## src/rtl/dma_reg_pkg.sv

```systemverilog
package dma_reg_pkg;
  localparam int NCH = 4;
  localparam int CW  = $clog2(NCH);
  localparam int RW  = 16;
  localparam int BW  = 8;
  localparam int MW  = BW - 2;

  localparam logic [3:0] P_CMD     = 4'd8;
  localparam logic [3:0] P_REQ     = 4'd9;
  localparam logic [3:0] P_MASK1   = 4'd10;
  localparam logic [3:0] P_MODE    = 4'd11;
  localparam logic [3:0] P_CLRPTR  = 4'd12;
  localparam logic [3:0] P_MCLR    = 4'd13;
  localparam logic [3:0] P_CLRMASK = 4'd14;
  localparam logic [3:0] P_MASKALL = 4'd15;

  typedef enum logic [1:0] {RD_NONE, RD_ADDR, RD_COUNT, RD_STATUS} rdKind_t;

  typedef struct packed {
    logic          wrAddr;
    logic          wrCount;
    logic [CW-1:0] chan;
    logic          hiByte;
    logic          wrCmd;
    logic          wrReq;
    logic          wrMaskOne;
    logic          wrMode;
    logic          clrMask;
    logic          wrMaskAll;
    logic          masterClr;
    logic          rdStatus;
    rdKind_t       rdKind;
  } regStrobe_t;
endpackage

```

## src/rtl/dma_reg_ctrl.sv

```systemverilog
module dma_reg_ctrl
  import dma_reg_pkg::*;
(
  input  logic       clk,
  input  logic       rstN,
  input  logic [3:0] portAddr,
  input  logic       wrEn,
  input  logic       rdEn,
  output regStrobe_t strb
);
  logic ptrQ;
  logic is16;
  logic acc16;
  logic rdOnly;

  assign is16   = ~portAddr[3];
  assign acc16  = is16 & (wrEn | rdEn);
  assign rdOnly = rdEn & ~wrEn;

  always_comb begin
    strb.wrAddr    = wrEn & is16 & ~portAddr[0];
    strb.wrCount   = wrEn & is16 &  portAddr[0];
    strb.chan      = portAddr[CW:1];
    strb.hiByte    = ptrQ;
    strb.wrCmd     = wrEn & (portAddr == P_CMD);
    strb.wrReq     = wrEn & (portAddr == P_REQ);
    strb.wrMaskOne = wrEn & (portAddr == P_MASK1);
    strb.wrMode    = wrEn & (portAddr == P_MODE);
    strb.clrMask   = wrEn & (portAddr == P_CLRMASK);
    strb.wrMaskAll = wrEn & (portAddr == P_MASKALL);
    strb.masterClr = wrEn & (portAddr == P_MCLR);
    strb.rdStatus  = rdOnly & (portAddr == P_CMD);
    if (!rdOnly)      strb.rdKind = RD_NONE;
    else if (is16)    strb.rdKind = portAddr[0] ? RD_COUNT : RD_ADDR;
    else if (portAddr == P_CMD) strb.rdKind = RD_STATUS;
    else              strb.rdKind = RD_NONE;
  end

  always_ff @(posedge clk) begin
    if (!rstN) ptrQ <= 1'b0;
    else if (wrEn && (portAddr == P_CLRPTR || portAddr == P_MCLR)) ptrQ <= 1'b0;
    else if (acc16) ptrQ <= ~ptrQ;
  end
endmodule

```

## src/rtl/dma_reg_data.sv

```systemverilog
module dma_reg_data
  import dma_reg_pkg::*;
(
  input  logic              clk,
  input  logic              rstN,
  input  regStrobe_t        strb,
  input  logic [BW-1:0]     wrData,
  output logic [BW-1:0]     rdData,
  input  logic              updValid,
  input  logic [CW-1:0]     updChan,
  input  logic [RW-1:0]     updAddr,
  input  logic [RW-1:0]     updCount,
  input  logic [NCH-1:0]    tcEvent,
  input  logic [NCH-1:0]    hwReq,
  output logic [BW-1:0]     cmdOut,
  output logic [NCH*MW-1:0] modeOut,
  output logic [NCH-1:0]    maskOut,
  output logic [NCH-1:0]    swReqOut,
  output logic [NCH*RW-1:0] baseAddrOut,
  output logic [NCH*RW-1:0] baseCountOut,
  output logic [NCH*RW-1:0] curAddrOut,
  output logic [NCH*RW-1:0] curCountOut
);
  logic [BW-1:0]  cmdQ;
  logic [NCH-1:0] swReqQ, maskQ, tcQ;

  for (genvar i = 0; i < NCH; i++) begin : g_chan
    logic [RW-1:0] baseA, curA, baseC, curC;
    logic [MW-1:0] modeQ;
    logic hit;
    assign hit = (strb.chan == CW'(i));

    always_ff @(posedge clk) begin
      if (!rstN) begin
        baseA <= '0; curA <= '0; baseC <= '0; curC <= '0; modeQ <= '0;
      end else begin
        if (updValid && updChan == CW'(i)) begin
          curA <= updAddr;
          curC <= updCount;
        end
        if (strb.wrAddr && hit) begin
          if (strb.hiByte) begin baseA[RW-1:BW] <= wrData; curA[RW-1:BW] <= wrData; end
          else             begin baseA[BW-1:0]  <= wrData; curA[BW-1:0]  <= wrData; end
        end
        if (strb.wrCount && hit) begin
          if (strb.hiByte) begin baseC[RW-1:BW] <= wrData; curC[RW-1:BW] <= wrData; end
          else             begin baseC[BW-1:0]  <= wrData; curC[BW-1:0]  <= wrData; end
        end
        if (strb.wrMode && wrData[CW-1:0] == CW'(i)) modeQ <= wrData[BW-1:CW];
      end
    end

    assign baseAddrOut[i*RW +: RW]  = baseA;
    assign baseCountOut[i*RW +: RW] = baseC;
    assign curAddrOut[i*RW +: RW]   = curA;
    assign curCountOut[i*RW +: RW]  = curC;
    assign modeOut[i*MW +: MW]      = modeQ;
  end

  always_ff @(posedge clk) begin
    if (!rstN) begin
      cmdQ <= '0; swReqQ <= '0; maskQ <= '1; tcQ <= '0;
    end else if (strb.masterClr) begin
      cmdQ <= '0; swReqQ <= '0; maskQ <= '1; tcQ <= '0;
    end else begin
      if (strb.wrCmd) cmdQ <= wrData;
      if (strb.wrReq) swReqQ[wrData[CW-1:0]] <= wrData[CW];
      if (strb.clrMask) maskQ <= '0;
      else if (strb.wrMaskAll) maskQ <= wrData[NCH-1:0];
      else if (strb.wrMaskOne) maskQ[wrData[CW-1:0]] <= wrData[CW];
      tcQ <= (strb.rdStatus ? '0 : tcQ) | tcEvent;
    end
  end

  logic [RW-1:0] selWord;
  always_comb begin
    selWord = (strb.rdKind == RD_COUNT) ? curCountOut[strb.chan*RW +: RW]
                                        : curAddrOut[strb.chan*RW +: RW];
    case (strb.rdKind)
      RD_ADDR, RD_COUNT: rdData = strb.hiByte ? selWord[RW-1:BW] : selWord[BW-1:0];
      RD_STATUS:         rdData = {swReqQ | hwReq, tcQ};
      default:           rdData = '0;
    endcase
  end

  assign cmdOut   = cmdQ;
  assign maskOut  = maskQ;
  assign swReqOut = swReqQ;
endmodule

```

## src/rtl/dma_reg_if.sv

```systemverilog
module dma_reg_if
  import dma_reg_pkg::*;
(
  input  logic              clk,
  input  logic              rstN,
  input  logic [3:0]        portAddr,
  input  logic              wrEn,
  input  logic              rdEn,
  input  logic [BW-1:0]     wrData,
  output logic [BW-1:0]     rdData,
  input  logic              updValid,
  input  logic [CW-1:0]     updChan,
  input  logic [RW-1:0]     updAddr,
  input  logic [RW-1:0]     updCount,
  input  logic [NCH-1:0]    tcEvent,
  input  logic [NCH-1:0]    hwReq,
  output logic [BW-1:0]     cmdOut,
  output logic [NCH*MW-1:0] modeOut,
  output logic [NCH-1:0]    maskOut,
  output logic [NCH-1:0]    swReqOut,
  output logic [NCH*RW-1:0] baseAddrOut,
  output logic [NCH*RW-1:0] baseCountOut,
  output logic [NCH*RW-1:0] curAddrOut,
  output logic [NCH*RW-1:0] curCountOut
);
  regStrobe_t strb;

  dma_reg_ctrl ctrl_i (
    .clk(clk), .rstN(rstN), .portAddr(portAddr), .wrEn(wrEn), .rdEn(rdEn), .strb(strb)
  );

  dma_reg_data data_i (
    .clk(clk), .rstN(rstN), .strb(strb), .wrData(wrData), .rdData(rdData),
    .updValid(updValid), .updChan(updChan), .updAddr(updAddr), .updCount(updCount),
    .tcEvent(tcEvent), .hwReq(hwReq), .cmdOut(cmdOut), .modeOut(modeOut),
    .maskOut(maskOut), .swReqOut(swReqOut), .baseAddrOut(baseAddrOut),
    .baseCountOut(baseCountOut), .curAddrOut(curAddrOut), .curCountOut(curCountOut)
  );
endmodule

```

## config.mk

```make
export PLATFORM = sky130hd
export DESIGN_NAME = dma_reg_if
export DESIGN_NICKNAME = d
export VERILOG_FILES = /design/src/rtl/dma_reg_pkg.sv /design/src/rtl/dma_reg_ctrl.sv /design/src/rtl/dma_reg_data.sv /design/src/rtl/dma_reg_if.sv
export SDC_FILE = /design/constraint.sdc
export NUM_CORES = 1
export LEC_CHECK = 0
export BUFFER_PORTS_ARGS = -buffer_cell sky130_fd_sc_hd__clkbuf_2
export CAP_MARGIN = 10
export CORE_ASPECT_RATIO = 0.7
export CORE_MARGIN = 4
export CORE_UTILIZATION = 30
export CTS_BUF_LIST = sky130_fd_sc_hd__clkbuf_4
export DETAILED_ROUTE_END_ITERATION = 8
export SYNTH_ARGS = -nofsm -noshare
export SYNTH_HDL_FRONTEND = slang
export SYNTH_SLANG_ARGS = --single-unit
```

## constraint.sdc

```tcl
create_clock -name clk -period 4.1 [get_ports clk]
set_input_delay 0.615 -clock clk [delete_from_list [all_inputs] [get_ports clk]]
set_output_delay 0.615 -clock clk [all_outputs]
set_load 0.005 [all_outputs]
```

# Word level (Yosys, flattened, before mapping)
# Index checks and enable logic that the tools add are counted.
dict set report totals {
  reg_bits 301
  word_cells 167
}
dict set report classes {
  n_lt_le_gt_ge 2
  eq_ne 20
  n_shift 2
  muxes 47
  bitwise_logic 21
  n_reduce_logical 42
}
# cell count
set op_table {}
lappend op_table {{$mux W16} 17}
lappend op_table {{$mux W8} 17}
lappend op_table {{$shiftx A64 B7 Y16} 2}
lappend op_table {{$eq A4 B4 Y1 const B} 8}
lappend op_table {{$reduce_and A2 Y1} 16}
lappend op_table {{$logic_and A1 B1 Y1} 18}
lappend op_table {{$eq A2 B2 Y1 const B} 8}
lappend op_table {{$mux W4} 4}
lappend op_table {{$pmux W8 S2} 1}
lappend op_table {{$and A1 B1 Y1} 13}
lappend op_table {{$bwmux W4} 2}
lappend op_table {{$eq A2 B1 Y1 const B} 4}
lappend op_table {{$mux W2} 4}
lappend op_table {{$or A4 B4 Y4} 2}
lappend op_table {{$logic_not A2 Y1} 3}
lappend op_table {{$reduce_or A2 Y1} 3}
lappend op_table {{$not A1 Y1} 5}
lappend op_table {{$lt A2 B3 Y1 const B} 1}
lappend op_table {{$reduce_bool A3 Y1} 1}
lappend op_table {{$demux W1 S2} 1}
lappend op_table {{$ge A2 B1 Y1 const B} 1}
lappend op_table {{$logic_or A1 B1 Y1} 1}
lappend op_table {{$mux W1} 1}
lappend op_table {{$or A1 B1 Y1} 1}

# Logic depth before layout (Yosys ltp)
dict set report logic_depth {
  word_depth 8
  mapped_depth 13
  ltp_nobuf 8
}

# Modules after synthesis
# From an unflattened synthesis, not the netlist that was laid out.
dict set report unflattened {
  hier_cells 1531
  area_unflattened_um2 14153.6
}
# module instances cells_per_inst area_each_um2 seq_area_each_um2
set by_module_without_submodules {}
lappend by_module_without_submodules {dma_reg_data 1 1500 13948.4 6005.8}
lappend by_module_without_submodules {dma_reg_ctrl 1 31 205.2 20.0}

# Least setup slack after synthesis
# Ideal clock, no wire load.
dict set report synth_timing {
  path_type {input to output}
  startpoint {input port portAddr[2]}
  endpoint {output port rdData[0]}
  arrival_ps 2874
  required_time_ps 3485
  path_slack_ps 611
  path_stages 11
  n_path_buf 4
  path_cell_list {buf_2 > or2_2 > buf_6 > a211oi_1 > inv_1 > ha_1 > buf_4 > buf_4 > mux2i_1 > mux4_2 > o211ai_1}
}
dict set report synth_via {
  elab_chain_cells 8
}
# element line
set synth_lines {}
lappend synth_lines {{start, declared} dma_reg_if.sv:6} ;# input logic [3:0] portAddr,
lappend synth_lines {{$eq A4 B4 Y1} dma_reg_ctrl.sv:35} ;# else if (portAddr == P_CMD) strb.rdKind = RD_STATUS;
lappend synth_lines {{$mux W2} dma_reg_ctrl.sv:35}
lappend synth_lines {{$mux W2} dma_reg_ctrl.sv:34} ;# else if (is16) strb.rdKind = portAddr[0] ? RD_COUNT : RD_ADDR;
lappend synth_lines {{$mux W2} dma_reg_ctrl.sv:33} ;# if (!rdOnly) strb.rdKind = RD_NONE;
lappend synth_lines {{$eq A2 B2 Y1} {dma_reg_data.sv:77, dma_reg_data.sv:79}}
lappend synth_lines {{$mux W16} dma_reg_data.sv:77} ;# selWord = (strb.rdKind == RD_COUNT) ? curCountOut[strb.chan*RW +: RW]
lappend synth_lines {{$mux W8} dma_reg_data.sv:80} ;# RD_ADDR, RD_COUNT: rdData = strb.hiByte ? selWord[RW-1:BW] : selWord[BW-1:0];
lappend synth_lines {{$pmux W8 S2 *} dma_reg_data.sv:79} ;# case (strb.rdKind)
lappend synth_lines {{end, declared} dma_reg_if.sv:10} ;# output logic [BW-1:0] rdData,
# Mark *: on every way between the ends. The rest lies on a longest branch, timed or not.

# Worst setup path after layout
dict set report layout_timing {
  startpoint {input port portAddr[1]}
  endpoint {output port rdData[6]}
}
# Same word-level chain as after synthesis.

==> metrics <==
Detail Placement HPWL=45300 um; internal portion of total power=4.72 mW; H-Tree Depth=3; fraction of registers with async set/reset=0%; DR vias/cell=5.10; area post-placement=0.0160 mm^2; residual DRC count=0; simple-gate portion of the synthesized area=16.6%; maximum count of clock buffers along a single path=3; CTS tree=yes; Pins Over Slew Limit=0; Floorplan Core Area=0.0451 mm^2; PwrDens=379 mW/mm^2; Post-Synthesis Net Count=1546; leading post-synthesis cells by instance count=417 x nand2_1, 301 x dfxtp_1, 154 x a21boi_0, 130 x mux2_2, 102 x a21boi_1; clock period minus worst slack=4000 ps; complex-gate fraction of the synthesized area=16.8%; cell taking the most area after synthesis=dfxtp_1; Die H=187 um; crit-path max FO=6; iteration count of the initial detailed-routing pass=5; number of nets in the layout=1914; GR Layer Usage met1=29.2%; average wire per cell in the routed design=24.0 um; GP Congestion=0.935; wire length of the first global-routing pass=86000 um; unrepaired setup endpoints after global routing=false; Hold WC Path Type=input pin to flip-flop; quantity of I/O buffers inserted on ports=362; vias in the first global route=12700; CP arrival=3390 ps; run status=completed; initial antenna violation count=7; die width=263 um; number of library cell types mapped by synthesis=51; Critical Path Sink Type=output pin; met2 track demand over resource in global routing=37.5%; share of the synthesized area in the top cell type=44.0%; fraction of the mapped netlist area in adder cells=0.365%; xor and xnor fraction of the mapped netlist area=0%; Logic pwr share=9.5%; Remaining Overflow, GRT=0; share of total power in the clock network=42.9%; Layout Area Growth over Synthesis=24.7%; sw frac=27.0%; maximum clock skew at final layout=24.1 ps; clk_lat worst skew=760 ps; number of sinks on the clock net=301; Mapped Avg Cell Area=9.24 um^2; launching element type of the critical path=input pin; peak per-stage delay on the critical path=510 ps; top cells by area in the synthesized netlist=dfxtp_1 44%, nand2_1 11%, mux2_2 11%, a21boi_0 8.4%, mux2i_1 6.6%; root buf cell=clkbuf_4; total negative setup slack=0 ps; Post-synth EDFFs=0; starting utilization of the core area=30.4%; overall routing resource usage=23.5%; number of design-rule violations left by the first detailed-router iteration=1206; Data required, critical path=3480 ps; cell with the most instances after synthesis=nand2_1; cell row count=65; synthesized area=0.0137 mm^2; count of vias placed by the detailed router=12800; number of endpoints failing setup at the final stage=0; library cell contributing the largest single delay on the critical path=mux4_2; post-route design area=0.0171 mm^2; critical path start-end classification=input pin to output pin; overall routed net length=60100 um; overall die area=0.0492 mm^2; power share of the sequential group=47.6%; fraction of met3 tracks used by global routing=8.22%; maximum clock frequency=0.250 GHz; power after layout=6.46 mW; final period utilization=97.7%; worst slew margin relative to its limit=14.7%; total I/O pin count=363; total net switching power=1.75 mW; share of post-route cells with drive strength above 1=35.1%; Leakage=6.98 nW; Post-CTS Hold Buffers=0; cts bufs inserted=81; Reg clk slew, reported paths=70 ps; max-capacitance violation count=0; Synth Instances=1483; peak ir drop on the vdd network=0.000205 V; top_reg_cell synth=dfxtp_1; number of failing hold endpoints at the final stage=0; most crowded layer after global routing=met2; dominant combinational cell family by area after synthesis=multiplexers; share of synthesized area spent on multiplexers=18.7%; number of warnings issued by yosys=0; transition time at the pin with the least slew margin=1280 ps; Critical Path, Cell by Cell=clkbuf_2 -> or2_2 -> a211oi_2 -> inv_1 -> ha_4 -> buf_4 -> buf_4 -> mux2i_1 -> mux4_2 -> o211ai_1 -> clkbuf_2; total of flip-flops plus latches after synthesis=301; largest net degree at the start of global routing=179; final antenna-violating net count=0; post-synthesis sequential area ratio=44.0%
==> worst max-delay path, delay by kind of cell <==
| family | cells | cell delay (ps) |
|---|---|---|
| buffers and inverters | 5 | 830 |
| multiplexers | 2 | 660 |
| AND/OR/NAND/NOR | 1 | 350 |
| adder cells (fa/ha/maj) | 1 | 210 |
| AO/OA/AOI/OAI | 2 | 700 |
==> sequential cells by signal, summed over array words and instances (netlist names) <==
| signal | flops |
|---|---|
| data_i.tcQ | 4 |
| data_i.cmdOut | 8 |
| data_i.swReqOut | 4 |
| data_i.g_chan.curA | 64 |
| data_i.maskOut | 4 |
| data_i.g_chan.baseA | 64 |
| data_i.g_chan.modeQ | 24 |
| data_i.g_chan.curC | 64 |
| ctrl_i.ptrQ | 1 |
| data_i.g_chan.baseC | 64 |
==> power groups by stage <==
stage	registers (mW)	logic [mW]	clock network (mW)
after CTS	3.07	0.610	2.85
after global routing	3.08	0.661	3.00
final	3.08	0.614	2.77
after floorplan	3.10	0.356	0
after global placement	3.14	0.595	0
after detailed placement	3.14	0.608	0
==> metal layers <==
layer / part of all wire, % / routed length (um) / vias up
met4: 3.6 / 2170 / 8
met5: 0.075 / 45 / -
li1: - / - / 5891
met2: 46 / 27500 / 586
met1: 41 / 24600 / 6176
met3: 9.6 / 5790 / 125
==> cell type report <==
class / count / area [um^2]
fill: 4647 / 28000
multi-input combinational: 1074 / 7220
sequential: 301 / 6030
timing repair buffer: 388 / 2030
clock buffer: 114 / 856
tap: 603 / 754
clock inverter: 22 / 165
inverter: 5 / 18.8
antenna: 2 / 5.00
==> stage by stage <==
stage	hold WS, ps	setup slack (ps)	instances	utilization (%)
floorplan	451	611	1483	-
global placement	443	43.6	2368	35.5
detailed placement	445	-62.4	2368	35.5
CTS	3.34	15.8	2504	37.8
global route	20.5	37.6	2508	37.9
finish	68.2	95.1	2509	37.9
==> cells by family after synthesis <==
family / Yosys count
multiplexers: 229
adder cells (fa/ha/maj): 4
buffers and inverters: 108
AO/OA/AOI/OAI: 313
flip-flops: 301
AND/OR/NAND/NOR: 528
==> layout by cell type (no fill, tap or decap), types with 6 or more instances in the layout <==
cell type / synthesis / routed
a21boi_0: 154 / 154
a21boi_1: 102 / 102
a21oi_1: 13 / 13
a22oi_1: 8 / 8
buf_4: 7 / 24
clkbuf_2: 0 / 361
clkbuf_4: 0 / 114
clkinv_1: 0 / 13
dfxtp_1: 301 / 301
mux2_2: 130 / 130
mux2i_1: 90 / 90
mux4_2: 9 / 9
nand2_1: 417 / 417
nand2b_1: 6 / 6
nand3_1: 12 / 12
nor2_1: 24 / 24
nor2b_1: 31 / 31
nor3_1: 6 / 6
o211ai_1: 16 / 16
o21ai_0: 7 / 7
==> what timing repair did <==
action                                 4_1_cts  5_1_grt
gates resized for setup                      1        3
endpoints found under the hold margin        0        0
pin swaps                                    0        2
setup endpoints to repair                    6        7
buffers inserted                             0        3
==> final timing paths <==
check,startpoint,endpoint,slack (ps),depth (start not counted)
setup / recovery,portAddr[1],rdData[6],100,11
hold / removal,tcEvent[1],data_i.tcQ[1],70,3
setup reg to reg,ctrl_i.ptrQ,data_i.g_chan[2].curA[4],1970,4
hold reg to reg,data_i.g_chan[0].baseC[15],data_i.g_chan[0].baseC[15],450,2
Power figures use the tool's default switching activity.
